File: src/rtl/slot_arbiter_pkg.sv
package slot_arbiter_pkg;
  parameter int unsigned SA_CORES = 8;
  localparam int unsigned SA_IDXW = $clog2(SA_CORES);

  typedef struct packed {
    logic               accept;     // takes donated slots
    logic               take_idle;  // claims unused slots
    logic               yield_m;    // recipient ahead of owner
    logic               gift_m;     // owner ahead of recipient
    logic [SA_IDXW-1:0] rcp;        // named recipient
  } sa_cfg_t;

  localparam int unsigned SA_CFGW = $bits(sa_cfg_t);
endpackage

File: src/rtl/sa_slot_ctr.sv
module sa_slot_ctr
  import slot_arbiter_pkg::*;
(
  input  logic               clk,
  input  logic               rst_n,
  output logic [SA_IDXW-1:0] slot_q
);
  logic run_q;

  always_ff @(posedge clk or negedge rst_n) begin
    if (!rst_n) begin
      slot_q <= '0;
      run_q  <= 1'b0;
    end else begin
      run_q  <= 1'b1;
      if (slot_q == SA_IDXW'(SA_CORES - 1)) slot_q <= '0;
      else                                  slot_q <= slot_q + 1'b1;
    end
  end

  // the slot steps by one each cycle, wrapping at the last core
  a_r2_rotate: assert property (@(posedge clk) disable iff (!rst_n)
    run_q |-> (slot_q == (($past(slot_q) == SA_IDXW'(SA_CORES - 1)) ? '0 : $past(slot_q) + 1'b1)));
endmodule

File: src/rtl/sa_cfg_bank.sv
module sa_cfg_bank
  import slot_arbiter_pkg::*;
(
  input  logic               clk,
  input  logic               rst_n,
  input  logic               we_i,
  input  logic [SA_IDXW-1:0] core_i,
  input  sa_cfg_t            word_i,
  output sa_cfg_t            cfg_q [SA_CORES]
);
  logic run_q;

  always_ff @(posedge clk or negedge rst_n) begin
    if (!rst_n) run_q <= 1'b0;
    else        run_q <= 1'b1;
  end

  for (genvar g = 0; g < SA_CORES; g++) begin : g_word
    always_ff @(posedge clk or negedge rst_n) begin
      if (!rst_n)                                  cfg_q[g] <= '0;
      else if (we_i && core_i == SA_IDXW'(g))      cfg_q[g] <= word_i;
    end
  end

  // a write lands at the edge that follows it
  a_r11_write_lands: assert property (@(posedge clk) disable iff (!rst_n)
    (run_q && $past(we_i)) |-> (cfg_q[$past(core_i)] == $past(word_i)));
endmodule

File: src/rtl/sa_idle_rr.sv
module sa_idle_rr
  import slot_arbiter_pkg::*;
(
  input  logic                clk,
  input  logic                rst_n,
  input  logic [SA_CORES-1:0] cand_i,
  input  logic                take_i,
  output logic [SA_CORES-1:0] win_o,
  output logic                valid_o
);
  logic [SA_IDXW-1:0] last_q;
  logic [SA_IDXW-1:0] win_idx;

  always_comb begin
    win_o   = '0;
    valid_o = 1'b0;
    win_idx = '0;
    for (int k = 0; k < SA_CORES; k++) begin
      int j;
      j = (int'(last_q) + 1 + k) % SA_CORES;
      if (!valid_o && cand_i[j]) begin
        valid_o  = 1'b1;
        win_idx  = SA_IDXW'(j);
        win_o[j] = 1'b1;
      end
    end
  end

  always_ff @(posedge clk or negedge rst_n) begin
    if (!rst_n)                  last_q <= SA_IDXW'(SA_CORES - 1);
    else if (take_i && valid_o)  last_q <= win_idx;
  end

  // the pointer moves to the core that won an idle slot
  a_r9_ptr_follows: assert property (@(posedge clk) disable iff (!rst_n)
    (take_i && valid_o) |=> (last_q == $past(win_idx)));
  // the winner is always a candidate
  a_r9_win_is_cand: assert property (@(posedge clk) disable iff (!rst_n)
    (win_o & ~cand_i) == '0);
endmodule

File: src/rtl/slot_arbiter.sv
module slot_arbiter
  import slot_arbiter_pkg::*;
(
  input  logic                clk,
  input  logic                rst_n,
  input  logic [SA_CORES-1:0] req_i,
  input  logic                cfg_we_i,
  input  logic [SA_IDXW-1:0]  cfg_core_i,
  input  logic [SA_CFGW-1:0]  cfg_word_i,
  output logic [SA_IDXW-1:0]  slot_o,
  output logic [SA_CORES-1:0] grant_o
);
  sa_cfg_t             cfg_q [SA_CORES];
  logic [SA_CORES-1:0] claim_mask;
  logic [SA_CORES-1:0] idle_win;
  logic                idle_valid;
  logic                use_idle;
  sa_cfg_t             own_cfg;
  logic [SA_IDXW-1:0]  rcp;
  logic                donate;
  logic                yield_on;

  sa_slot_ctr u_ctr (.clk(clk), .rst_n(rst_n), .slot_q(slot_o));

  sa_cfg_bank u_cfg (
    .clk(clk), .rst_n(rst_n), .we_i(cfg_we_i), .core_i(cfg_core_i),
    .word_i(sa_cfg_t'(cfg_word_i)), .cfg_q(cfg_q)
  );

  for (genvar g = 0; g < SA_CORES; g++) begin : g_claim
    assign claim_mask[g] = cfg_q[g].take_idle & req_i[g];
  end

  sa_idle_rr u_rr (
    .clk(clk), .rst_n(rst_n), .cand_i(claim_mask), .take_i(use_idle),
    .win_o(idle_win), .valid_o(idle_valid)
  );

  assign own_cfg  = cfg_q[slot_o];
  assign rcp      = own_cfg.rcp;
  assign donate   = (own_cfg.yield_m | own_cfg.gift_m) & cfg_q[rcp].accept & (rcp != slot_o);
  assign yield_on = donate & own_cfg.yield_m & ~own_cfg.gift_m;

  always_comb begin
    grant_o  = '0;
    use_idle = 1'b0;
    if (yield_on && req_i[rcp])      grant_o[rcp]    = 1'b1;
    else if (req_i[slot_o])          grant_o[slot_o] = 1'b1;
    else if (donate && req_i[rcp])   grant_o[rcp]    = 1'b1;
    else if (idle_valid) begin
      grant_o  = idle_win;
      use_idle = 1'b1;
    end
  end

  // never more than one grant
  a_r10_onehot: assert property (@(posedge clk) disable iff (!rst_n) $onehot0(grant_o));
  // only requesting cores are granted
  a_r10_req_only: assert property (@(posedge clk) disable iff (!rst_n) (grant_o & ~req_i) == '0);
  // an owner with no active donation is never passed over
  a_r3_owner_kept: assert property (@(posedge clk) disable iff (!rst_n)
    (req_i[slot_o] && !donate) |-> grant_o[slot_o]);
  // core without claim-idle never takes a slot it neither owns nor receives
  a_r8_no_stray: assert property (@(posedge clk) disable iff (!rst_n)
    (grant_o & ~claim_mask & ~(SA_CORES'(1) << slot_o) & ~(SA_CORES'(1) << rcp)) == '0);
endmodule

File: config.mk
export PLATFORM = sky130hd
export DESIGN_NAME = slot_arbiter
export DESIGN_NICKNAME = d
export VERILOG_FILES = /design/src/rtl/slot_arbiter_pkg.sv /design/src/rtl/sa_slot_ctr.sv /design/src/rtl/sa_cfg_bank.sv /design/src/rtl/sa_idle_rr.sv /design/src/rtl/slot_arbiter.sv
export SDC_FILE = /design/constraint.sdc
export NUM_CORES = 1
export LEC_CHECK = 0
export BUFFER_PORTS_ARGS = -buffer_cell sky130_fd_sc_hd__buf_2
export CORE_MARGIN = 5
export CORE_UTILIZATION = 50
export DETAILED_ROUTE_END_ITERATION = 8
export PLACE_DENSITY = 0.75
export SLEW_MARGIN = 25
export SYNTH_ARGS = -nofsm -noshare
export SYNTH_HDL_FRONTEND = slang
export SYNTH_SLANG_ARGS = --single-unit
File: constraint.sdc
create_clock -name clk -period 3.7 [get_ports clk]
set_input_delay 0.185 -clock clk [delete_from_list [all_inputs] [get_ports clk]]
set_output_delay 0.185 -clock clk [all_outputs]
set_load 0.005 [all_outputs]
* Word-level counts from Yosys, hierarchy flattened
Index checks and enable logic that the tools add are counted.
** Word-level totals
- Register bits after elaboration :: 62
- Latch bits :: 0
- RAM bits :: 0
- Memory bits (read-only) :: 0
- Input bits :: 21
- Output and inout bits :: 11
- Logic and storage cells :: 220
- Memories kept :: 0
** Cells by class
- $add $sub $neg :: 9
- Multiply operators :: 0
- Div/mod/pow operators :: 0
- Order comparisons :: 22
- Equality and inequality tests :: 9
- Shifts and indexed selects :: 0
- Mux-type cells :: 79
- Bitwise logic cells :: 23
- Reductions and logical operators :: 36
** Operators by type and width (number)
- 8-bit two-way mux :: 12
- 8-bit OR :: 7
- 7-bit binary-select mux with 3-bit select :: 2
- 3-bit by 4-bit less-than comparator with 1-bit output (second input constant) :: 10
- 1-bit two-way mux :: 32
- 1-bit binary-select mux with 3-bit select :: 10
- 1-bit demux with 3-bit select :: 10
- 3-bit by 1-bit >= comparator with 1-bit output (second input constant) :: 10
- 1-bit logical AND :: 28
- 3-bit two-way mux :: 9
- 3-bit equality test (second input constant) :: 5
- 7-bit two-way mux :: 2
- 3-bit adder (second input constant) :: 4
- 1-bit AND :: 12
- 5-bit two-way mux :: 2
- 3-bit by 1-bit adder with 3-bit output (second input constant) :: 3
- 4-bit >= comparator (second input constant) :: 2
- 3-bit inverter with 4-bit output :: 2
- 1-bit logical NOT :: 7
- 3-bit by 2-bit adder with 3-bit output (second input constant) :: 2
- 3-bit by 2-bit equality test with 1-bit output (second input constant) :: 2
- 3-bit by 1-bit equality test with 1-bit output (second input constant) :: 1
- 3-bit logical NOT :: 1
- 3-bit != test :: 1
- 2 further kinds :: 2

* Depth between registers and ports, before layout
- Depth after elaboration :: 30
- Depth in mapped cells :: 14
- Gate-level depth less buffers :: 10

* By module
A second synthesis with hierarchy kept.
** Unflattened totals
- Cell total of the unflattened synthesis :: 449
- Area, all modules :: 4875.9 um2
** Modules (own cells, without submodules)
- sa_cfg_bank :: times used 1, cells each 127, area an instance 2162.1 um2, sequential area each 1401.3 um2
- sa_idle_rr :: times used 1, cells each 180, area an instance 1508.9 um2, sequential area each 78.8 um2
- slot_arbiter :: times used 1, cells each 136, area an instance 1101.1 um2, sequential area each 0.0 um2
- sa_slot_ctr :: times used 1, cells each 6, area an instance 103.8 um2, sequential area each 75.1 um2

* Least setup slack after synthesis
No wires, ideal clock.
- Path type :: flip-flop to output port
- Start :: register u_rr.last_q[0]
- End :: output port grant_o[1]
- Data arrival time :: 3.412 ns
- Required time :: 3.515 ns
- Setup slack :: 0.103 ns
- Stages on the path, launching flop included :: 14
- Cells stage by stage :: dfstp_2 -> inv_2 -> clkbuf_1 -> ha_1 -> buf_2 -> inv_2 -> mux4_2 -> mux2_2 -> o31a_1 -> clkbuf_1 -> a311oi_1 -> a311o_1 -> o211ai_1 -> a211o_1
** Between the ends
- Word-level cells in the longest chain between the ends :: 29
** Ends and longest elaborated chain
- from (decl) :: line sa_idle_rr.sv:11 : logic [SA_IDXW-1:0] last_q;
- from (signal assigned) :: line sa_idle_rr.sv:30 : if (!rst_n) last_q <= SA_IDXW'(SA_CORES - 1);
- from (signal assigned) :: line sa_idle_rr.sv:31 : else if (take_i && valid_o) last_q <= win_idx;
- 3-bit by 1-bit adder with 3-bit output * :: line sa_idle_rr.sv:20 : j = (int'(last_q) + 1 + k) % SA_CORES;
- parallel branches: the longest is 24 deep, another holds 3-bit by 4-bit less-than comparator with 1-bit output
- 8-bit two-way mux * :: line slot_arbiter.sv:50 : else if (idle_valid) begin
- 8-bit two-way mux * :: line slot_arbiter.sv:49 : else if (donate && req_i[rcp]) grant_o[rcp] = 1'b1;
- 8-bit two-way mux * :: line slot_arbiter.sv:48 : else if (req_i[slot_o]) grant_o[slot_o] = 1'b1;
- 8-bit two-way mux * :: line slot_arbiter.sv:47 : if (yield_on && req_i[rcp]) grant_o[rcp] = 1'b1;
- to (decl) :: line slot_arbiter.sv:11 : output logic [SA_CORES-1:0] grant_o
Mark *: on every way between the ends. The select of a mux whose other input is x is not followed.

* Worst setup path after layout
- Start :: register u_rr.last_q[0]
- End :: output port grant_o[4]
Same word-level chain as after synthesis.

==> flow_summary.json <==
{
  "power.density_mw_per_mm2": 973.3,
  "critPathArrivalTime_ns": 3.50,
  "cts_buffers": 9,
  "htreeDepth": 3,
  "slew_headroom_pct": 53.03,
  "synth_area_sq_mm": 0.004632,
  "cp_cell_sequence": "inv_2 > ha_4 > mux4_2 > mux2_4 > o31a_1 > buf_6 > buf_6 > a221oi_2 > a31oi_1 > o221ai_1 > o221ai_2 > buf_2",
  "clk_pin_slew_ns": 0.08,
  "path_max_fanout": 5,
  "slowest_stage": "dfstp_2",
  "drt_iter0_drc": 431,
  "portBuffers": 31,
  "cp_common_cell": "buf_6",
  "wl_per_cell_um": 23.48,
  "fin_setup_tns_ns": 0,
  "async_flop_share_pct": 100.0,
  "power_mw": 5.553,
  "finalWirelength_um": 14790,
  "fin_crit_sh_pct": 99.52,
  "cts_buffer_depth": 2,
  "regArea_sq_mm": 0.001558,
  "start_util_pct": 50.61,
  "crit_required_ns": 3.51,
  "rsz0062_at_grt": "true",
  "insertion_delay_ns": 0.34,
  "hold_slack_ns": 0.1646,
  "firstDrtPassIters": 5,
  "ys_warn_count": 0,
  "core.rowCount": 35,
  "end_kind": "primary output",
  "hp-class": "in -> reg",
  "fin_ws_ns": 0.01787,
  "fp.dieH_um": 106.3,
  "synth_top_area_share_pct": 31.87,
  "p_leak_nw": 2.229,
  "multi_input_area_sq_mm": 0.003136,
  "yosys.area.top_type": "dfrtp_1",
  "die_area_sq_mm": 0.01129,
  "cts_tree": "done",
  "nFillCells": 734,
  "synth_fp_nets": 472,
  "ys_seq_area_share_pct": 33.58,
  "finClkSkew_ns": 0.005270,
  "antenna_left": 0,
  "ys.flop_type": "dfrtp_1",
  "fin_crit_ns": 3.682,
  "status": "finished clean",
  "diodes": 0,
  "cts_root_buf": "clkbuf_8",
  "grt_usage_pct": 26.10,
  "hold_viol_final": 0,
  "grt_pass1_vias": 4178,
  "synthCells": 447,
  "setup_viol": 0,
  "area_delta_synth_final_pct": 23.18,
  "worst_pin_slew_ns": 0.6971,
  "coreArea_sq_mm": 0.009153,
  "grt_pass1_wl_um": 22800,
  "cts.sinks": 62,
  "dp_slack_ns": 0.2118,
  "place_congestion": 1.047,
  "overflow": 0,
  "via_count": 4429,
  "slew_violations": 0,
  "fmax_ghz": 0.2716,
  "netlist-cell-type-count": 71,
  "max-cap-violations": 0,
  "synth-edff-count": 0,
  "nets": 539,
  "start_kind": "flop",
  "ioPinCount": 32,
  "avgViaCountPerCell": 7.030,
  "dpl.hpwl_um": 10590,
  "chipWidth_um": 106.3,
  "antenna_found_initial": 0,
  "peakVddDrop_mv": 0.4407,
  "grt_max_degree": 35,
  "ys_ff_latch": 62,
  "max_stage_delay_ns": 0.59,
  "path_class": "reg -> out",
  "avgSynthCellArea_sq_um": 10.36,
  "synth_top_cells_by_area": "dfrtp_1 (32%), mux2_2 (14%), mux4_2 (8.8%), mux2i_1 (3.0%), nand2_1 (3.0%)",
  "final_layout_size_suffix_gt1_share_pct": 42.97,
  "drc": 0
}
## cells in the final DEF (no fill, tap or decap), drive strengths merged, types with 9 or more instances in the layout
cell,instances
buf,85
dfrtp,59
mux2,59
nand2,37
mux4,19
a21oi,18
nand3,17
o21ai,16
mux2i,15
nor3,13
nor2,13
o211ai,12
o221ai,12
inv,10
clkbuf,9
## critical path: cells and delay by family (launching register included)
| family | cells | cell delay (ns) |
|---|---|---|
| mux | 2 | 0.88 |
| buf+inv | 4 | 0.47 |
| flops | 1 | 0.59 |
| fa+ha+maj | 1 | 0.31 |
| compound gates | 5 | 0.88 |
## layer usage
layer  part of all wire, %  track usage (%)
met5                     0                0
met4                   3.2            8.418
met3                   9.4            6.254
met2                    45            38.10
met1                    43            38.17
## logic make-up after synthesis
| group | Yosys count | share of synthesized area (%) |
|---|---|---|
| AO/OA/AOI/OAI | 110 | 17.69 |
| XOR/XNOR | 6 | 1.297 |
| adder cells (fa/ha/maj) | 4 | 1.081 |
| buffers and inverters | 37 | 3.484 |
| flip-flops | 62 | 33.58 |
| multiplexers | 93 | 27.26 |
| AND/OR/NAND/NOR | 135 | 15.61 |
## worst paths after layout
kind / start / end / slack [ns] / depth (start not counted)
min in group asynchronous: rst_n / u_cfg.cfg_q[15] / 0.42 / 2
hold reg to reg: u_cfg.cfg_q[17] / u_cfg.cfg_q[17] / 0.51 / 1
max in group asynchronous: rst_n / u_rr.last_q[0] / 2.35 / 3
hold / removal: cfg_word_i[2] / u_cfg.cfg_q[9] / 0.16 / 2
setup reg to reg: u_rr.last_q[0] / u_rr.last_q[0] / 0.37 / 13
setup / recovery: u_rr.last_q[0] / grant_o[4] / 0.02 / 12
## flip-flops by register name (all words and copies together) (netlist names)
register and count:
u_rr.last_q 3, u_cfg.cfg_q 56, u_ctr.slot_q 3
## area by class of cell
class                      instances  area share (%)
multi-input combinational        348           54.96
sequential                        62           27.30
timing repair buffer              86           10.39
tap                              111           2.434
clock inverter                     7           2.237
clock buffer                       9           2.171
inverter                           7          0.5044
## where the power goes
part / leakage (nW) / internal, mW / switching [mW]
clock network: 0.126 / 0.458 / 0.297
registers: 0.738 / 0.844 / 0.122
logic: 1.36 / 1.67 / 2.16
total: 2.23 / 2.97 / 2.58
## synthesized netlist by cell type, types with 3 or more instances
library cell,count
xnor2_1,5
o221ai_1,12
inv_1,5
a41oi_1,3
dfrtp_1,59
clkbuf_1,18
a21oi_1,17
nand4_1,8
a211o_1,3
mux4_2,18
nand2b_1,7
o21ai_0,16
mux2i_1,14
o211ai_1,12
a32oi_1,3
o31ai_1,3
dfstp_2,3
a211oi_1,4
or3_1,4
nor2b_1,3
nand4b_1,7
and2_1,8
nor3_1,13
ha_1,4
mux2_2,57
o2111ai_1,5
nand3_1,17
a31oi_1,4
buf_2,6
a311oi_1,3
nor2_1,13
nor4_1,7
buf_1,4
nand2_1,37
## per-stage QoR
stage / cells / util (%) / cell area [sq um]
after floorplan: 447 / - / 4632
after global placement: 594 / 55.22 / 5054
after detailed placement: 594 / 55.22 / 5054
after CTS: 615 / 58.91 / 5391
after global routing: 630 / 62.34 / 5705
final: 630 / 62.34 / 5705
## repair_timing
item                                    4_1_cts  5_1_grt
hold buffers                                  1        0
endpoints found under the setup margin        8        8
buffers inserted                              4       15
resized for setup                            12       38
hold endpoints to repair                     26        0
pin swaps                                     2       15
Power figures use the tool's default switching activity.
